File: src/rtl/mc_cell_pkg.sv
// Package: shared types for the macrocell storage cell.
// Assumes: storage kind encoding is fixed and visible at the top ports.
package mc_cell_pkg;

    typedef enum logic [1:0] {
        KIND_DREG  = 2'b00,
        KIND_TREG  = 2'b01,
        KIND_LATCH = 2'b10,
        KIND_COMB  = 2'b11
    } store_kind_e;

    typedef struct packed {
        logic force_lo;
        logic force_hi;
    } init_req_t;

endpackage

File: src/rtl/mc_clk_pick.sv
// Module: mc_clk_pick
// Picks the clock source for the cell (block clock or private term),
// applies polarity and produces the sampled level and an active-edge pulse.
// Assumes: all clock inputs are levels sampled on clk; config is static.
module mc_clk_pick #(
    parameter int NUM_BLK_CLK = 4,
    localparam int SEL_W = (NUM_BLK_CLK > 1) ? $clog2(NUM_BLK_CLK) : 1
) (
    input  logic                   clk,
    input  logic                   rst_n,
    input  logic [NUM_BLK_CLK-1:0] blk_clk,
    input  logic                   pt_clk,
    input  logic [SEL_W-1:0]       sel,
    input  logic                   use_pt,
    input  logic                   invert,
    output logic                   en_level,
    output logic                   en_edge
);

    logic raw_level;
    logic prev_level;

    // Source selection and polarity adjustment.
    always_comb begin
        raw_level = use_pt ? pt_clk : blk_clk[sel];
        en_level  = raw_level ^ invert;
    end

    // Remembers the previous sampled enable for edge detection.
    always_ff @(posedge clk) begin
        if (!rst_n) begin
            prev_level <= 1'b0;
        end else begin
            prev_level <= en_level;
        end
    end

    // Active edge: inactive sample followed by active sample.
    assign en_edge = en_level & ~prev_level;

endmodule

File: src/rtl/mc_init_route.sv
// Module: mc_init_route
// Routes the initialization product terms into force-low / force-high
// requests according to mode, swap and the private-term role, and
// gives the power-up value.
// Assumes: purely combinational; dominance is resolved by the core.
module mc_init_route
    import mc_cell_pkg::*;
(
    input  logic      async_mode,
    input  logic      swap,
    input  logic      init_is_preset,
    input  logic      blk_rst,
    input  logic      blk_pre,
    input  logic      ind_init,
    output init_req_t req,
    output logic      pu_value
);

    // Selects the reset and preset sources for the current mode.
    always_comb begin
        if (async_mode) begin
            req.force_lo = ind_init & ~init_is_preset;
            req.force_hi = ind_init &  init_is_preset;
        end else if (swap) begin
            req.force_lo = blk_pre;
            req.force_hi = blk_rst;
        end else begin
            req.force_lo = blk_rst;
            req.force_hi = blk_pre;
        end
    end

    // Power-up state follows swap in synchronous mode only.
    assign pu_value = swap & ~async_mode;

endmodule

File: src/rtl/mc_store_core.sv
// Module: mc_store_core
// Holds the state bit and applies the D, T or latch update rule,
// with reset dominating preset for the register kinds.
// Assumes: en_level/en_edge come from mc_clk_pick; kind is static.
module mc_store_core
    import mc_cell_pkg::*;
(
    input  logic        clk,
    input  logic        rst_n,
    input  store_kind_e kind,
    input  logic        d,
    input  logic        en_level,
    input  logic        en_edge,
    input  init_req_t   req,
    input  logic        pu_value,
    output logic        state
);

    logic next_state;

    // Next-state rule per storage kind.
    always_comb begin
        next_state = state;
        unique case (kind)
            KIND_LATCH: begin
                if (en_level) next_state = d;
            end
            KIND_COMB: begin
                next_state = state;
            end
            default: begin
                if (req.force_lo) begin
                    next_state = 1'b0;
                end else if (req.force_hi) begin
                    next_state = 1'b1;
                end else if (en_edge) begin
                    next_state = (kind == KIND_TREG) ? (state ^ d) : d;
                end
            end
        endcase
    end

    // State register with power-up load.
    always_ff @(posedge clk) begin
        if (!rst_n) begin
            state <= pu_value;
        end else begin
            state <= next_state;
        end
    end

endmodule

File: src/rtl/mc_storage_cell.sv
// Module: mc_storage_cell (top)
// One macrocell storage element: D reg, T reg, D latch or combinational,
// in synchronous or asynchronous mode.
// Assumes: configuration changes only under rst_n low; clocks are levels
// sampled on clk.
module mc_storage_cell
    import mc_cell_pkg::*;
#(
    parameter int NUM_BLK_CLK = 4,
    localparam int SEL_W = (NUM_BLK_CLK > 1) ? $clog2(NUM_BLK_CLK) : 1
) (
    input  logic                   clk,
    input  logic                   rst_n,
    input  logic                   cfg_async,
    input  logic [1:0]             cfg_kind,
    input  logic [SEL_W-1:0]       cfg_blk_clk_sel,
    input  logic                   cfg_clk_inv,
    input  logic                   cfg_swap,
    input  logic                   cfg_init_is_preset,
    input  logic [NUM_BLK_CLK-1:0] blk_clk,
    input  logic                   pt_clk,
    input  logic                   blk_rst_pt,
    input  logic                   blk_pre_pt,
    input  logic                   ind_init_pt,
    input  logic                   d_in,
    output logic                   q_out
);

    store_kind_e kind;
    logic        en_level;
    logic        en_edge;
    init_req_t   req;
    logic        pu_value;
    logic        state;

    assign kind = store_kind_e'(cfg_kind);

    mc_clk_pick #(.NUM_BLK_CLK(NUM_BLK_CLK)) u_clk (
        .clk      (clk),
        .rst_n    (rst_n),
        .blk_clk  (blk_clk),
        .pt_clk   (pt_clk),
        .sel      (cfg_blk_clk_sel),
        .use_pt   (cfg_async),
        .invert   (cfg_clk_inv),
        .en_level (en_level),
        .en_edge  (en_edge)
    );

    mc_init_route u_init (
        .async_mode     (cfg_async),
        .swap           (cfg_swap),
        .init_is_preset (cfg_init_is_preset),
        .blk_rst        (blk_rst_pt),
        .blk_pre        (blk_pre_pt),
        .ind_init       (ind_init_pt),
        .req            (req),
        .pu_value       (pu_value)
    );

    mc_store_core u_core (
        .clk      (clk),
        .rst_n    (rst_n),
        .kind     (kind),
        .d        (d_in),
        .en_level (en_level),
        .en_edge  (en_edge),
        .req      (req),
        .pu_value (pu_value),
        .state    (state)
    );

    // Output: bypass in combinational kind, stored bit otherwise.
    assign q_out = (kind == KIND_COMB) ? d_in : state;

endmodule

File: config.mk
export PLATFORM = sky130hd
export DESIGN_NAME = mc_storage_cell
export DESIGN_NICKNAME = d
export VERILOG_FILES = /design/src/rtl/mc_cell_pkg.sv /design/src/rtl/mc_clk_pick.sv /design/src/rtl/mc_init_route.sv /design/src/rtl/mc_store_core.sv /design/src/rtl/mc_storage_cell.sv
export SDC_FILE = /design/constraint.sdc
export NUM_CORES = 1
export LEC_CHECK = 0
export BUFFER_PORTS_ARGS = -buffer_cell sky130_fd_sc_hd__buf_2
export CAP_MARGIN = 10
export CORE_AREA = 5 5 42 44
export DETAILED_ROUTE_END_ITERATION = 8
export DIE_AREA = 0 0 47 49
export GPL_ROUTABILITY_DRIVEN = 0
export SETUP_SLACK_MARGIN = 0.15
export SYNTH_ARGS = -nofsm -noshare
export SYNTH_HDL_FRONTEND = slang
export SYNTH_HIERARCHICAL = 1
export SYNTH_SLANG_ARGS = --single-unit
File: constraint.sdc
create_clock -name clk -period 2.6 [get_ports clk]
set_input_delay 0.13 -clock clk [delete_from_list [all_inputs] [get_ports clk]]
set_output_delay 0.13 -clock clk [all_outputs]
set_load 0.03 [all_outputs]
After elaboration in Yosys (flattened, before gate mapping)
Cells that the tools add are included.

word-level totals
  bits in registers = 2
  input port bits = 19
  output and inout port bits = 1
  logic and storage cells = 32

operators by class
  $lt $le $gt $ge = 1
  equality and inequality tests = 6
  multiplexer cells = 13
  bitwise operators = 9
  reduce and logical (&&, ||, !) cells = 1

operators with widths
  kind                  count
  $mux W1               9
  $ne A5 B1 Y1 const B  1
  $and A1 B1 Y1         4
  $eq A2 B2 Y1 const B  2
  $mux W2               2
  $lt A2 B3 Y1 const B  1
  $ne A3 B3 Y1 const B  1
  $not A1 Y1            3
  $reduce_and A3 Y1     1
  $bmux W1 S2           1
  $eq A2 B1 Y1 const B  1
  $ne A2 B2 Y1 const B  1
  $pmux W1 S2           1
  $xor A1 B1 Y1         2

Longest topological paths before layout
Gate-level depths: netlist of the first run.

  depth in word-level cells = 10
  mapped depth = 5
  gate-level depth less buffers = 5

By module
The synthesis of the first run kept the hierarchy.

by module, submodules not included
  module           times used  cells each  area an instance (um2)  sequential area each (um2)
  mc_clk_pick      1           14          141.4                   20.0
  mc_store_core    1           13          111.4                   30.0
  mc_init_route    1           7           46.3                    0.0
  mc_storage_cell  1           2           18.8                    0.0

Least setup slack after synthesis of the first run
Ideal clock, no wire load.

  path kind = input port to flip-flop
  start = input port cfg_blk_clk_sel[0]
  end = register u_core.state (enable)
  setup time = 0.311 ns
  arrival time = 1.092 ns
  setup slack = 1.197 ns
  cell stages on the path = 5
  path buffers = 0
  cell sequence = mux2i_1 mux2_4 nor4_2 nor3_1 o211ai_1

on the way
  word-level cells in the longest chain between the ends = 7

RTL lines
  item                           RTL line               source
  from (decl)                    mc_storage_cell.sv:16  input logic [SEL_W-1:0] cfg_blk_clk_sel,
  $bmux W1 S2                    mc_clk_pick.sv:25      raw_level = use_pt ? pt_clk : blk_clk[sel];
  $mux W1 (not written as such)  mc_clk_pick.sv:25
  $mux W1                        mc_clk_pick.sv:25
  $xor A1 B1 Y1                  mc_clk_pick.sv:26      en_level = raw_level ^ invert;
  $and A1 B1 Y1                  mc_clk_pick.sv:39      assign en_edge = en_level & ~prev_level;
  net en_edge                    mc_storage_cell.sv:31  logic en_edge;
  $ne A5 B1 Y1 (no line)         n/a
  $reduce_and A3 Y1 (no line)    n/a
  to (signal assigned)           mc_store_core.sv:46    state <= pu_value;
  to (signal assigned)           mc_store_core.sv:48    state <= next_state;
  to (decl)                      mc_store_core.sv:16    output logic state

The timed path passes the listed nets, and every way through them passes these cells. The select of a mux whose other input is x is not followed.
A chain may end at the register's enable or synchronous reset.

Worst setup path after layout of the first run
  start = input port cfg_async
  end = register u_core.state (enable)

on the way
  word-level cells in the longest chain between the ends = 5

RTL lines
  item                         RTL line               source
  from (decl)                  mc_storage_cell.sv:14  input logic cfg_async,
  $mux W1                      mc_clk_pick.sv:25
  $xor A1 B1 Y1                mc_clk_pick.sv:26
  $and A1 B1 Y1                mc_clk_pick.sv:39
  net en_edge                  mc_storage_cell.sv:31
  $ne A5 B1 Y1 (no line)       n/a
  $reduce_and A3 Y1 (no line)  n/a

The timed path passes the listed nets, and every way through them passes these cells.

==> impl_results.md, run 1 <==
* Sink Count at 2
* Power Density at 408 mW/mm2
* Clk_skew at 0.00433 ns
* Actual slew at the worst max-slew pin at 0.338 ns
* Period utilization at 53.4%
* Final WS setup at 1.21 ns
* Chip width at 47 um
* Root Buffer: clkbuf_4
* Maximum number of pins on one net before global-route repair at 11
* Total CTS buffers at 3
* Post-route ant nets at 0
* Die area at 0.00230 mm2
* Hold Crit Class: in2reg
* H-tree depth at 1
* First-pass GRT wire length at 1.26 mm
* Resize count post-CTS at 0
* Synth Instances at 36
* Crit path arrival time at 1.37 ns
* Largest cells by area after synthesis: mux2i_1, edfxtp_1, mux2_4
* Crit path kind: in2reg
* #FFs+latches synth at 2
* Cts hold-fix bufs at 0
* Pre-CTS WS at 0.983 ns
* Sequential-to-total area share from yosys stat at 15.7%
* Slew Viols, Final at 0
* Share of the synthesized area in the top cell type at 15.7%
* Gr ovfl total at 0
* Initial antenna violation count at 0
* Max Fclk at 720 MHz
* Post-synth top area cell: mux2i_1
* Clk buf depth at 2
* Via Count at 364
* Worst setup path startpoint: cfg_async
* Final Setup Violations at 0
* Clock Latency Late Sink at 0.23 ns
* Startpoint types: primary input
* Die Ht at 49 um
* Area Growth Syn to Fin at 44.5%
* WL final at 831 um
* Max-cap check violation count at 0
* Hold Path Origin: rst_n
* Mapped Area at 318 um2
* CTS tree: yes
* Synthesized area per cell at 8.83 um2
* Hold_ws at 0.222 ns
* Yosys cell types at 24
* Most frequent cells in the layout: buf_2, mux2i_1, clkbuf_4, nor3_1, o21ai_1
* Status: complete, no violations
* Setup_tns at 0 ns
* Share of cells above drive strength 1 at 47.5%
* Initial Util at 22.7%
* DR WL/cell at 11.1 um
* Max FO, Critical Path at 10
* Leakage at 0.214 nW
* Tmin final at 1.39 ns
* YS warnings at 6
* Slew headroom at 76.8%
* I/O pin total at 20
* Compound-Gate Fraction of Synth Area at 17.7%
* Cell Chain, Critical Path: buf_2, or3b_1, mux2i_1, nor4_2, nor3_1, o211ai_1
* RSZ-0062 raised after global routing: no
* Dpl hpwl at 674 um
* CP peak stage delay at 0.37 ns
* Drt via density at 4.85
* CP endpoint kind: register
* Mux cell area share after synthesis at 25.2%
* Worst-path clk slew at 0.04 ns
* Drt drc at 0
* GRT Resource Usage Total at 7.39%
* Most common cell after layout, fill and taps aside: buf_2
* Adder-cell share of the synthesized area at 0%
* Initial DRC count at 9
* Detailed Routing Iterations Pass 1 at 4
* Worst Path Required at 2.58 ns
* Setup repair bufs after CTS at 0
* Nets at 79
* Row count at 14
* Max VDD drop at 169 uV
* CP max-delay cell: or3b_1
* Synth Area in Simple Gates at 37.4%
* XOR/XNOR Fraction of Synth Area at 2.76%
* R2r startpoint: u_clk/prev_level$_SDFF_PN0_
* Core area at 0.00140 mm2
* Largest family of logic cells by synthesized area: simple AND/OR/NAND/NOR gates
* Antenna Cells at 0
* Hold Violations, Final at 0
* Port Buffers at 19
* Mapped Nets at 55
* Vias in the first global route at 340
-- metrics by stage --
stage               power (W)  area [um2]  util (%)  instances
finish               0.000188         459      32.8         75
global route         0.000202         459      32.8         75
CTS                  0.000191         459      32.8         75
detailed placement   0.000107         433      30.9         71
global placement     0.000105         433      30.9         71
floorplan           0.0000796         318         -         36
-- worst max-delay path, delay by kind of cell --
kind | cells | cell delay [ns]
mux | 1 | 0.31
compound gates | 1 | 0.11
buf+inv | 1 | 0.14
simple gates | 3 | 0.67
-- flip-flops by register name, summed over array words and instances (netlist names) --
name / count
u_clk/prev_level: 1
u_core/state: 1
-- per-layer routing --
layer / share of wire [%] / global-route usage [%] / wire [um] / up-vias
li1: - / - / - / 189
met1: 49 / 10.1 / 404 / 159
met2: 41 / 9.73 / 339 / 16
met3: 10 / 4.80 / 87 / 0
met4: 0 / 1.38 / 0 / 0
met5: 0 / 0 / 0 / -
-- report_power, final --
group / internal, W / switching (W)
clock network: 0.0000574 / 0.0000235
registers: 0.0000379 / 0.00000257
logic: 0.0000341 / 0.0000320
-- cells by family (layout without fill, tap and decap cells) --
logic type      Yosys count  count (layout)
xor+xnor                  1               1
simple gates             16              16
mux                       7               7
compound gates            9               9
buf+inv                   1              24
flops                     2               2
-- area by class of cell --
cell class / count / area (um2)
fill: 159 / 942
multi-input combinational: 33 / 264
timing repair buffer: 19 / 95.1
sequential: 2 / 50.0
clock buffer: 4 / 26.3
tap: 16 / 20.0
inverter: 1 / 3.75
-- synth_stat cells --
cell type and instances:
o22ai_1 1, a21oi_1 2, nor4_2 1, nor3b_1 1, mux2i_1 5, nor2b_1 1
nand3b_1 2, dfxtp_1 1, nand2_1 2, nor3_1 3, nand3_1 1, inv_1 1
and2_1 1, xnor2_1 1, or3b_1 1, o211ai_1 1, o21ai_1 3, a211o_1 1
mux2_4 2, nand4b_1 1, a21o_2 1, and4b_2 1, edfxtp_1 1, nor4b_2 1
-- path summary, 6_finish.rpt --
| check | endpoint | slack, ns | cells after the start |
|---|---|---|---|
| max | u_core/state$_DFFE_PP_ | 1.21 | 6 |
| min | u_clk/prev_level$_SDFF_PN0_ | 0.22 | 2 |
| max reg2reg | u_core/state$_DFFE_PP_ | 1.47 | 3 |
| min reg2reg | u_core/state$_DFFE_PP_ | 0.82 | 3 |
Note: power is estimated with default switching activity, not from simulation.
==> run 2, diff against run 1 <==
==> constraint.sdc (replaced) <==
create_clock -name clk -period 1.2 [get_ports clk]
set_input_delay 0.06 -clock clk [delete_from_list [all_inputs] [get_ports clk]]
set_output_delay 0.06 -clock clk [all_outputs]
set_load 0.03 [all_outputs]
==> run 2 against run 1 <==
  * The flow now finishes with violations (setup timing)
  * Die area stayed put
  * Register-to-register slack worse by 1.4 ns
  * Flip-flop and latch count stayed put
==> impl_results.md, run 2 (synthesis results as in run 1) <==
* Failing checks: setup timing
* Hold_ws at 0.151 ns (was 0.222 ns)
* Post-route ant nets at 0 (unchanged)
* Crit path arrival time at 1.14 ns (was 1.37 ns)
* Die area at 0.00230 mm2 (unchanged)
* Most frequent cells in the layout: buf_2, buf_4, clkbuf_4, mux2i_2, nor3_1 (was buf_2, mux2i_1, clkbuf_4, nor3_1, o21ai_1)
* Setup_tns at -0.00949 ns (was 0 ns)
* Largest regs: u_clk/prev_level: 1 flops, u_core/state: 1 flops (unchanged)
* H-tree depth at 1 (unchanged)
* Dpl hpwl at 728 um (was 674 um)
* Detailed Routing Iterations Pass 1 at 4 (unchanged)
* WHS Path Cells at 2 (unchanged)
* Slew headroom at 80.3% (was 76.8%)
* R2r startpoint: u_clk/prev_level$_SDFF_PN0_ (unchanged)
* Leakage at 0.252 nW (was 0.214 nW)
* Cts hold-fix bufs at 0 (unchanged)
* Setup repair bufs after CTS at 0 (unchanged)
* Die Ht at 49 um (unchanged)
* Reg-to-reg endpoint: u_core/state$_DFFE_PP_ (unchanged)
* Reg2Reg Depth at 3 (unchanged)
* Vias in the first global route at 364 (was 340)
* Max-cap check violation count at 0 (unchanged)
* Most common cell after layout, fill and taps aside: buf_2 (unchanged)
* Slew Viols, Final at 0 (unchanged)
* CP endpoint kind: register (unchanged)
* Root Buffer: clkbuf_4 (unchanged)
* Clk_skew at 0.00792 ns (was 0.00433 ns)
* Hold Crit Class: in2reg (unchanged)
* Total CTS buffers at 3 (unchanged)
* Hold Path Origin: rst_n (unchanged)
* Sink Count at 2 (unchanged)
* Initial antenna violation count at 0 (unchanged)
* Worst-path clk slew at 0.04 ns (about the same)
* Initial DRC count at 4 (was 9)
* Via Count at 393 (was 364)
* Area Growth Syn to Fin at 73.6% (was 44.5%)
* RSZ-0062 raised after global routing: yes (was no)
* Max VDD drop at 310 uV (was 169 uV)
* Final WS setup at -0.00949 ns (was 1.21 ns)
* Max Fclk at 827 MHz
* Antenna Cells at 0 (unchanged)
* Port Buffers at 19 (unchanged)
* Row count at 14 (unchanged)
* GRT Resource Usage Total at 8.03% (was 7.39%)
* Worst Path Required at 1.13 ns (was 2.58 ns)
* Worst Hold End: u_clk/prev_level$_SDFF_PN0_ (unchanged)
* Initial Util at 22.7% (unchanged)
* Chip width at 47 um (unchanged)
* Share of cells above drive strength 1 at 60.6% (was 47.5%)
* Clock Latency Late Sink at 0.24 ns (was 0.23 ns)
* Max FO, Critical Path at 3 (was 10)
* Tmin final at 1.21 ns
* Actual slew at the worst max-slew pin at 0.290 ns (was 0.338 ns)
* Maximum number of pins on one net before global-route repair at 8 (was 11)
* Hold Violations, Final at 0 (unchanged)
* Layout Utilization at 39.4% (was 32.8%)
* Gr ovfl total at 0 (unchanged)
* Clk buf depth at 2 (unchanged)
* Register area at 50.0 um2 (unchanged)
* Drt via density at 4.79 (was 4.85)
* Core area at 0.00140 mm2 (unchanged)
* WL final at 907 um (was 831 um)
* Footprint of the multi-input gates at 292 um2 (was 264 um2)
* I/O pin total at 20 (unchanged)
* CTS tree: yes (unchanged)
* Period utilization at 101%
* First-pass GRT wire length at 1.37 mm (was 1.26 mm)
* Startpoint types: primary input (unchanged)
* Crit path kind: in2reg (unchanged)
* Final Setup Violations at 1 (was 0)
* DR WL/cell at 11.1 um (about the same)
* Nets at 86 (was 79)
* Power Density at 821 mW/mm2 (was 408 mW/mm2)
* Fillers at 158 (was 159)
* Status: finished, violations left (was complete, no violations)
* Drt drc at 0 (unchanged)
* Worst reg2reg setup slack at 0.07 ns (was 1.47 ns)
## run 2: report_power, final
group	leakage [nW]	total, W	internal (W)	switching (W)
clock network	0.0150	0.000175	0.000124	0.0000509
registers	0.0190	0.0000886	0.0000821	0.00000654
logic	0.218	0.000189	0.000108	0.0000816
total	0.252	0.000453	0.000314	0.000139
## run 2: worst max path at each step
stage	start	to	slack, ns	cells after the start
floorplan	cfg_blk_clk_sel[0]	u_core/state$_DFFE_PP_	-0.13	5
global placement	cfg_blk_clk_sel[0]	u_core/state$_DFFE_PP_	-0.27	6
detailed placement	cfg_blk_clk_sel[0]	u_core/state$_DFFE_PP_	-0.31	6
CTS	cfg_blk_clk_sel[0]	u_core/state$_DFFE_PP_	-0.005	6
global route	cfg_blk_clk_sel[0]	u_core/state$_DFFE_PP_	-0.11	7
finish	cfg_blk_clk_sel[0]	u_core/state$_DFFE_PP_	-0.009	7
## run 2: metrics by stage
stage / instance area [um2] / std cells / total power [W] / setup slack, ns
6_report: 552 / 82 / 0.000453 / -0.00949
5_1_grt: 552 / 82 / 0.000479 / -0.113
4_1_cts: 532 / 82 / 0.000448 / -0.00487
3_5_place_dp: 485 / 78 / 0.000252 / -0.313
3_3_place_gp: 485 / 78 / 0.000248 / -0.266
2_1_floorplan: 318 / 36 / 0.000172 / -0.131
## run 2: per-layer routing
layer / GRT usage, % / vias up / share of wire (%) / routed length, um
met5: 0 / - / 0 / 0
met4: 2.76 / 0 / 0 / 0
met3: 3.69 / 0 / 8.9 / 81
met2: 11.1 / 14 / 43 / 386
met1: 10.8 / 176 / 48 / 439
li1: - / 203 / - / -
## run 2: repair_timing
item / in CTS / in global routing
gates resized for setup: 5 / 4
setup endpoints to repair: 3 / 3
pin swaps: 4 / 2
## run 2: cell type report
cell class / instances / share of cell area, %
Sequential cell: 2 / 9.07
Timing Repair Buffer: 26 / 29.0
Tap cell: 16 / 3.63
Clock buffer: 4 / 4.76
Inverter: 1 / 0.680
Multi-Input combinational cell: 33 / 52.8
## run 2: worst max-delay path, cell delays in order
cell      delay [ns]
buf_6           0.10
buf_4           0.12
mux2i_2         0.22
mux2i_2         0.14
nor4_4          0.25
nor3_1          0.07
o211ai_1        0.19
